==> config.mk <==
export PLATFORM = sky130hd
export DESIGN_NAME = hzd_unit
export DESIGN_NICKNAME = d
export VERILOG_FILES = /design/src/rtl/hzd_pkg.sv /design/src/rtl/hzd_fwd_sel.sv /design/src/rtl/hzd_stall_ctl.sv /design/src/rtl/hzd_unit.sv
export SDC_FILE = /design/constraint.sdc
export NUM_CORES = 1
export LEC_CHECK = 0
export BUFFER_PORTS_ARGS = -buffer_cell sky130_fd_sc_hd__buf_4
export CORE_UTILIZATION = 36
export DETAILED_ROUTE_END_ITERATION = 10
export PLACE_DENSITY = 0.89
export SYNTH_ARGS = -nofsm -noshare
export SYNTH_HDL_FRONTEND = slang
export SYNTH_HIERARCHICAL = 1
export SYNTH_SLANG_ARGS = --single-unit
==> constraint.sdc <==
create_clock -name vclk -period 1.52
set_input_delay 0.304 -clock vclk [all_inputs]
set_output_delay 0.304 -clock vclk [all_outputs]
set_load 0.01 [all_outputs]
==> src/rtl/hzd_pkg.sv <==
// Shared definitions for the hazard and forwarding controller.
// Assumes a single forwarding source (merged memory/write-back stage).
package hzd_pkg;
    typedef enum logic {
        SRC_REGFILE = 1'b0,
        SRC_MEMWB   = 1'b1
    } opnd_src_e;

    localparam int unsigned NUM_OPND = 2;
endpackage

==> src/rtl/hzd_fwd_sel.sv <==
// Compares NOPND source indices against one producer destination and
// returns per-operand hits plus an operand-source select for each.
// Assumes index 0 is a constant-zero register and never a producer.
module hzd_fwd_sel
    import hzd_pkg::*;
#(
    parameter int unsigned IDX_W = 5,
    parameter int unsigned NOPND = 2
) (
    input  logic                        clk,
    input  logic                        rst_n,
    input  logic [NOPND-1:0][IDX_W-1:0] src_idx,
    input  logic [NOPND-1:0]            src_used,
    input  logic [IDX_W-1:0]            dst_idx,
    input  logic                        dst_wr,
    output logic [NOPND-1:0]            hit,
    output opnd_src_e [NOPND-1:0]       sel
);
    localparam logic [IDX_W-1:0] ZERO_IDX = '0;

    for (genvar g = 0; g < NOPND; g++) begin : g_opnd
        // Match one source against the producer, excluding register 0.
        always_comb begin
            hit[g] = src_used[g] && dst_wr
                     && (src_idx[g] == dst_idx) && (src_idx[g] != ZERO_IDX);
            sel[g] = hit[g] ? SRC_MEMWB : SRC_REGFILE;
        end

        AST_ZERO_NEVER_SOURCE: assert property (@(posedge clk) disable iff (!rst_n)
            (dst_idx == ZERO_IDX) |-> !hit[g]);
        AST_HIT_NEEDS_WRITER: assert property (@(posedge clk) disable iff (!rst_n)
            hit[g] |-> (dst_wr && src_used[g]));
    end
endmodule

==> src/rtl/hzd_stall_ctl.sv <==
// Arbitrates freeze, control-dependency stall and redirect squash.
// Assumes bus_wait freezes every stage and outranks all other requests.
module hzd_stall_ctl (
    input  logic clk,
    input  logic rst_n,
    input  logic bus_wait,
    input  logic ctl_in_id,
    input  logic ctl_dep_ex,
    input  logic redirect,
    output logic if_stall,
    output logic id_stall,
    output logic ex_stall,
    output logic mw_hold,
    output logic ex_bubble,
    output logic id_flush
);
    logic dep_stall;

    // A control instruction waits one cycle for an execute-stage producer.
    always_comb dep_stall = ctl_in_id && ctl_dep_ex;

    // Compose per-stage enables with freeze taking priority.
    always_comb begin
        if_stall  = bus_wait || dep_stall;
        id_stall  = bus_wait || dep_stall;
        ex_stall  = bus_wait;
        mw_hold   = bus_wait;
        ex_bubble = dep_stall && !bus_wait;
        id_flush  = redirect && !bus_wait && !dep_stall;
    end

    AST_BUBBLE_ONLY_WHEN_FLOWING: assert property (@(posedge clk) disable iff (!rst_n)
        ex_bubble |-> (!mw_hold && !ex_stall));
    AST_FLUSH_NOT_WHILE_HELD: assert property (@(posedge clk) disable iff (!rst_n)
        id_flush |-> (!id_stall && !if_stall));
    AST_FREEZE_ALL: assert property (@(posedge clk) disable iff (!rst_n)
        bus_wait |-> (if_stall && id_stall && ex_stall && mw_hold));
    AST_BUBBLE_HOLDS_FRONT: assert property (@(posedge clk) disable iff (!rst_n)
        ex_bubble |-> (if_stall && id_stall));
endmodule

==> src/rtl/hzd_unit.sv <==
// Hazard-detection and forwarding controller for a four-stage in-order
// pipeline (fetch, decode, execute, memory/write-back). Decode and execute
// operands may be taken from memory/write-back; control instructions in
// decode that need an execute result stall once. Outputs are combinational.
module hzd_unit
    import hzd_pkg::*;
#(
    parameter int unsigned IDX_W = 5
) (
    input  logic             clk,
    input  logic             rst_n,
    input  logic [IDX_W-1:0] id_rs1,
    input  logic [IDX_W-1:0] id_rs2,
    input  logic             id_rs1_used,
    input  logic             id_rs2_used,
    input  logic             id_is_ctl,
    input  logic             id_redirect,
    input  logic [IDX_W-1:0] ex_rs1,
    input  logic [IDX_W-1:0] ex_rs2,
    input  logic [IDX_W-1:0] ex_rd,
    input  logic             ex_wr,
    input  logic [IDX_W-1:0] mw_rd,
    input  logic             mw_wr,
    input  logic             bus_wait,
    output logic             id_fwd_a,
    output logic             id_fwd_b,
    output logic             ex_fwd_a,
    output logic             ex_fwd_b,
    output logic             if_stall,
    output logic             id_stall,
    output logic             ex_stall,
    output logic             mw_hold,
    output logic             ex_bubble,
    output logic             id_flush
);
    localparam int unsigned NO = NUM_OPND;

    logic [NO-1:0][IDX_W-1:0] id_src, ex_src;
    logic [NO-1:0]            id_used, ex_used;
    logic [NO-1:0]            id_hit_mw, id_hit_ex, ex_hit_mw;
    opnd_src_e [NO-1:0]       id_sel, id_sel_ex_unused, ex_sel;

    // Gather operand indices into arrays for the matchers.
    always_comb begin
        id_src  = {id_rs2, id_rs1};
        ex_src  = {ex_rs2, ex_rs1};
        id_used = {id_rs2_used, id_rs1_used};
        ex_used = '1;
    end

    hzd_fwd_sel #(.IDX_W(IDX_W), .NOPND(NO)) i_id_vs_mw (
        .clk(clk), .rst_n(rst_n),
        .src_idx(id_src), .src_used(id_used),
        .dst_idx(mw_rd), .dst_wr(mw_wr),
        .hit(id_hit_mw), .sel(id_sel)
    );

    hzd_fwd_sel #(.IDX_W(IDX_W), .NOPND(NO)) i_id_vs_ex (
        .clk(clk), .rst_n(rst_n),
        .src_idx(id_src), .src_used(id_used),
        .dst_idx(ex_rd), .dst_wr(ex_wr),
        .hit(id_hit_ex), .sel(id_sel_ex_unused)
    );

    hzd_fwd_sel #(.IDX_W(IDX_W), .NOPND(NO)) i_ex_vs_mw (
        .clk(clk), .rst_n(rst_n),
        .src_idx(ex_src), .src_used(ex_used),
        .dst_idx(mw_rd), .dst_wr(mw_wr),
        .hit(ex_hit_mw), .sel(ex_sel)
    );

    hzd_stall_ctl i_stall (
        .clk(clk), .rst_n(rst_n),
        .bus_wait(bus_wait),
        .ctl_in_id(id_is_ctl),
        .ctl_dep_ex(|id_hit_ex),
        .redirect(id_redirect),
        .if_stall(if_stall), .id_stall(id_stall),
        .ex_stall(ex_stall), .mw_hold(mw_hold),
        .ex_bubble(ex_bubble), .id_flush(id_flush)
    );

    // Drive the select ports from the matcher results.
    always_comb begin
        id_fwd_a = id_sel[0];
        id_fwd_b = id_sel[1];
        ex_fwd_a = ex_sel[0];
        ex_fwd_b = ex_sel[1];
    end

    AST_NONCTL_NEVER_STALLS: assert property (@(posedge clk) disable iff (!rst_n)
        (!id_is_ctl && !bus_wait) |-> (!id_stall && !ex_bubble));
    AST_EX_FWD_MATCHES_MW: assert property (@(posedge clk) disable iff (!rst_n)
        ex_fwd_a |-> (mw_wr && (mw_rd == ex_rs1) && (ex_rs1 != '0)));
    AST_ID_FWD_ZERO_SRC: assert property (@(posedge clk) disable iff (!rst_n)
        (id_rs1 == '0) |-> !id_fwd_a);
    AST_ID_HITS_CONSISTENT: assert property (@(posedge clk) disable iff (!rst_n)
        (id_hit_mw[0] && id_hit_ex[0]) |-> (mw_rd == ex_rd));
    AST_EX_SEL_AGREES: assert property (@(posedge clk) disable iff (!rst_n)
        ex_fwd_b == ex_hit_mw[1]);
endmodule

== After elaboration in Yosys (flattened, before gate mapping) ==
Cells that the tools add are included.
Operators by class
  equality and inequality tests: 6
  reductions and logical operators: 28
  mux-type cells: 4
Operators with widths (count)
  5-bit equality test: 6
  1-bit logical AND: 20
  5-bit nonzero test: 4
  1-bit 2-to-1 mux: 4
  1-bit zero test: 2
  2-bit OR reduction: 1
  1-bit logical OR: 1
Word-level totals
  input bits: 39
  logic and storage cells: 38
  flip-flop bits (word level): 0
  output and inout port bits: 10

== Longest topological paths before layout ==
  word-level depth: 7
  mapped depth: 6
  depth with buffers taken out: 6

== By module ==
Netlist, hierarchy kept.
By module, submodules not included
  hzd_fwd_sel: seq. area each 0.0 sq um, area an instance 163.9 sq um, instances 3, cells an instance 21
  hzd_stall_ctl: seq. area each 0.0 sq um, area an instance 47.5 sq um, instances 1, cells an instance 8
  hzd_unit: seq. area each 0.0 sq um, area an instance 10.0 sq um, instances 1, cells an instance 2

== Worst setup path before layout ==
Ideal clock, no wire load.
  path type: in2out
  start: input ex_rd[1]
  end: output if_stall
  data required time: 1.216 ns
  arrival time: 1.359 ns
  path slack: -0.143 ns
  stages on the path: 6
  cells stage by stage: nor4_1 > o21ai_0 > nor3b_2 > or2_1 > a21o_1 > buf_4
On the way
  word-level cells in the longest chain between the ends: 6
Ends and longest elaborated chain
  start: declaration: line hzd_unit.sv:20  | input logic [IDX_W-1:0] ex_rd,
  5-bit equality test: line hzd_fwd_sel.sv:25  | && (src_idx[g] == dst_idx) && (src_idx[g] != ZERO_IDX);
  1-bit logical AND (2 in a row): line hzd_fwd_sel.sv:25
  net id_hit_ex[1]: line hzd_unit.sv:40  | logic [NO-1:0] id_hit_mw, id_hit_ex, ex_hit_mw;
  2-bit OR reduction: line hzd_unit.sv:76  | .ctl_dep_ex(|id_hit_ex),
  1-bit logical AND: line hzd_stall_ctl.sv:20  | always_comb dep_stall = ctl_in_id && ctl_dep_ex;
  1-bit logical OR
  end: declaration: line hzd_unit.sv:29  | output logic if_stall,
The timed path passes the listed nets, and every way through them passes these cells.

== Final worst setup path ==
  start: input ex_rd[1]
  end: output id_flush
On the way
  word-level cells in the longest chain between the ends: 7
Ends and longest elaborated chain
  5-bit equality test: line hzd_fwd_sel.sv:25
  1-bit logical AND (2 in a row): line hzd_fwd_sel.sv:25
  net id_hit_ex[0]: line hzd_unit.sv:40
  2-bit OR reduction: line hzd_unit.sv:76
  1-bit logical AND: line hzd_stall_ctl.sv:20
  1-bit zero test: line hzd_stall_ctl.sv:29  | id_flush = redirect && !bus_wait && !dep_stall;
  1-bit logical AND: line hzd_stall_ctl.sv:29
  end: declaration: line hzd_unit.sv:34  | output logic id_flush
The timed path passes the listed nets, and every way through them passes these cells.

==> results.py <==
metrics = {
    "clock_tree": {
        "hold_buffers": 0,
        "post_cts_buffers": 0,
    },
    "global_routing": {
        "grt-ovfl-total": 0,
        "grtUsageTotal": 0.293,
        "grt_pass1_wl_mm": 3.14,
        "grt_start_max_net_pins": 9,
        "first_global_vias": 735,
        "antenna_found_initial": 0,
    },
    "timing": {
        "fin_crit_ps": 2000,
        "slew_viol_final": 0,
        "rsz0062_at_grt": "true",
        "max_freq_mhz": 501,
        "setup_viol": 6,
        "period_share": 1.31,
        "finalHoldViolCount": 0,
        "setup_slack_ps": -477,
    },
    "route": {
        "drtPass1Iterations": 4,
        "wl_per_cell_um": 20.9,
        "drt-total-wl_mm": 2.93,
        "drc_errors": 0,
        "vias": 832,
        "final_antenna_net_count": 0,
        "drt_first_iter_violations": 30,
        "viasPerCell": 5.94,
    },
    "placed_design": {
        "portBuffers": 47,
        "dp_slack_ps": -420,
        "post-dp-hpwl_mm": 1.79,
        "dp.cells": 140,
        "routabilityCongestion": 0.783,
        "place_area_um2": 955,
    },
    "critical_path": {
        "crit_type": "primary input to primary output",
        "crit_fanout": 3,
        "cp.arrival_ps": 1690,
        "endpoint_kind": "primary output",
        "cp_data_required_time_ps": 1220,
        "startpoint_type": "primary input",
    },
    "die": {
        "dieArea_um2": 1640,
        "rows": 13,
        "core_area_um2": 1330,
        "initial_core_util": 0.401,
        "boundaryPins": 49,
        "die_h_um": 40.5,
        "die_x_um": 40.5,
    },
    "cells_and_area": {
        "fin_util": 0.880,
        "final_area_um2": 1170,
        "final_cells": 140,
        "syn2layout_area_growth_pct": 120,
        "final_cell_mix": "buf_4 (54), xnor2_1 (12), xnor2_2 (11)",
        "drive_gt1_frac": 0.712,
        "final_common_cell": "buf_4",
        "n_clock_buffer": 0,
        "flops_and_latches": 0,
        "antennaDiodeCount": 0,
        "regArea_um2": 0,
        "num-nets-final": 166,
    },
    "yosys": {
        "synth_cells": 71,
        "ys.warnings.count": 6,
        "syn-mean-instance-area_um2": 7.52,
        "synth_area_um2": 534,
    },
    "run_status": {
        "violations": "setup timing",
        "outcome": "finished with violations",
    },
    "power": {
        "leakage_nw": 0.508,
        "cellPowerDensity_nw_per_um2": 295,
        "ir_drop_mv": 0.200,
    },
    "job": {
        "drv_cap": 0,
    },
    "hold_path": {
        "hp-class": "primary input to primary output",
    },
}
[final timing paths]
| check | endpoint | cells past startpoint | from | slack, ps |
|---|---|---|---|---|
| max | id_flush | 8 | ex_rd[1] | -480 |
| min | mw_hold | 2 | bus_wait | 840 |
[metrics by stage]
stage	hold WS, ps	TNS [ps]	power (W)
6_report	837	-1720	0.000346
5_1_grt	842	-2100	0.000360
4_1_cts	828	-1050	0.000283
3_5_place_dp	828	-1320	0.000257
3_3_place_gp	815	-964	0.000242
2_1_floorplan	656	-247	0.000101
[critical path, cell delays in order]
cell	delay [ps]
buf_8	110
nor4_4	270
o21ai_1	100
nor3b_2	170
or2_1	240
a21o_1	220
nor2_2	130
buf_4	150
[power breakdown]
group | total, W | internal [W] | switching [W]
logic | 0.000346 | 0.000189 | 0.000158
clock network | 0 | 0 | 0
registers | 0 | 0 | 0
total | 0.000346 | 0.000189 | 0.000158
[metal layers]
| metal | vias to the layer above | global-route usage | part of all wire |
|---|---|---|---|
| met5 | - | 0 | 0 |
| met2 | 61 | 0.599 | 0.53 |
| met3 | 23 | 0.0111 | 0.056 |
| met4 | 0 | 0.133 | 0.068 |
| met1 | 388 | 0.292 | 0.35 |
| li1 | 360 | - | - |
[repair_timing]
item                       4_1_cts  5_1_grt
pin swaps                       12        7
resized for setup               16       21
setup endpoints to repair        5        8
[final cells by class]
type               count  area, um2
fillers               63        160
well taps             15       18.8
repair buffers        60        480
multi-input cells     61        659
inverters              4       15.0
No activity file was read; power rests on OpenSTA's default activity.
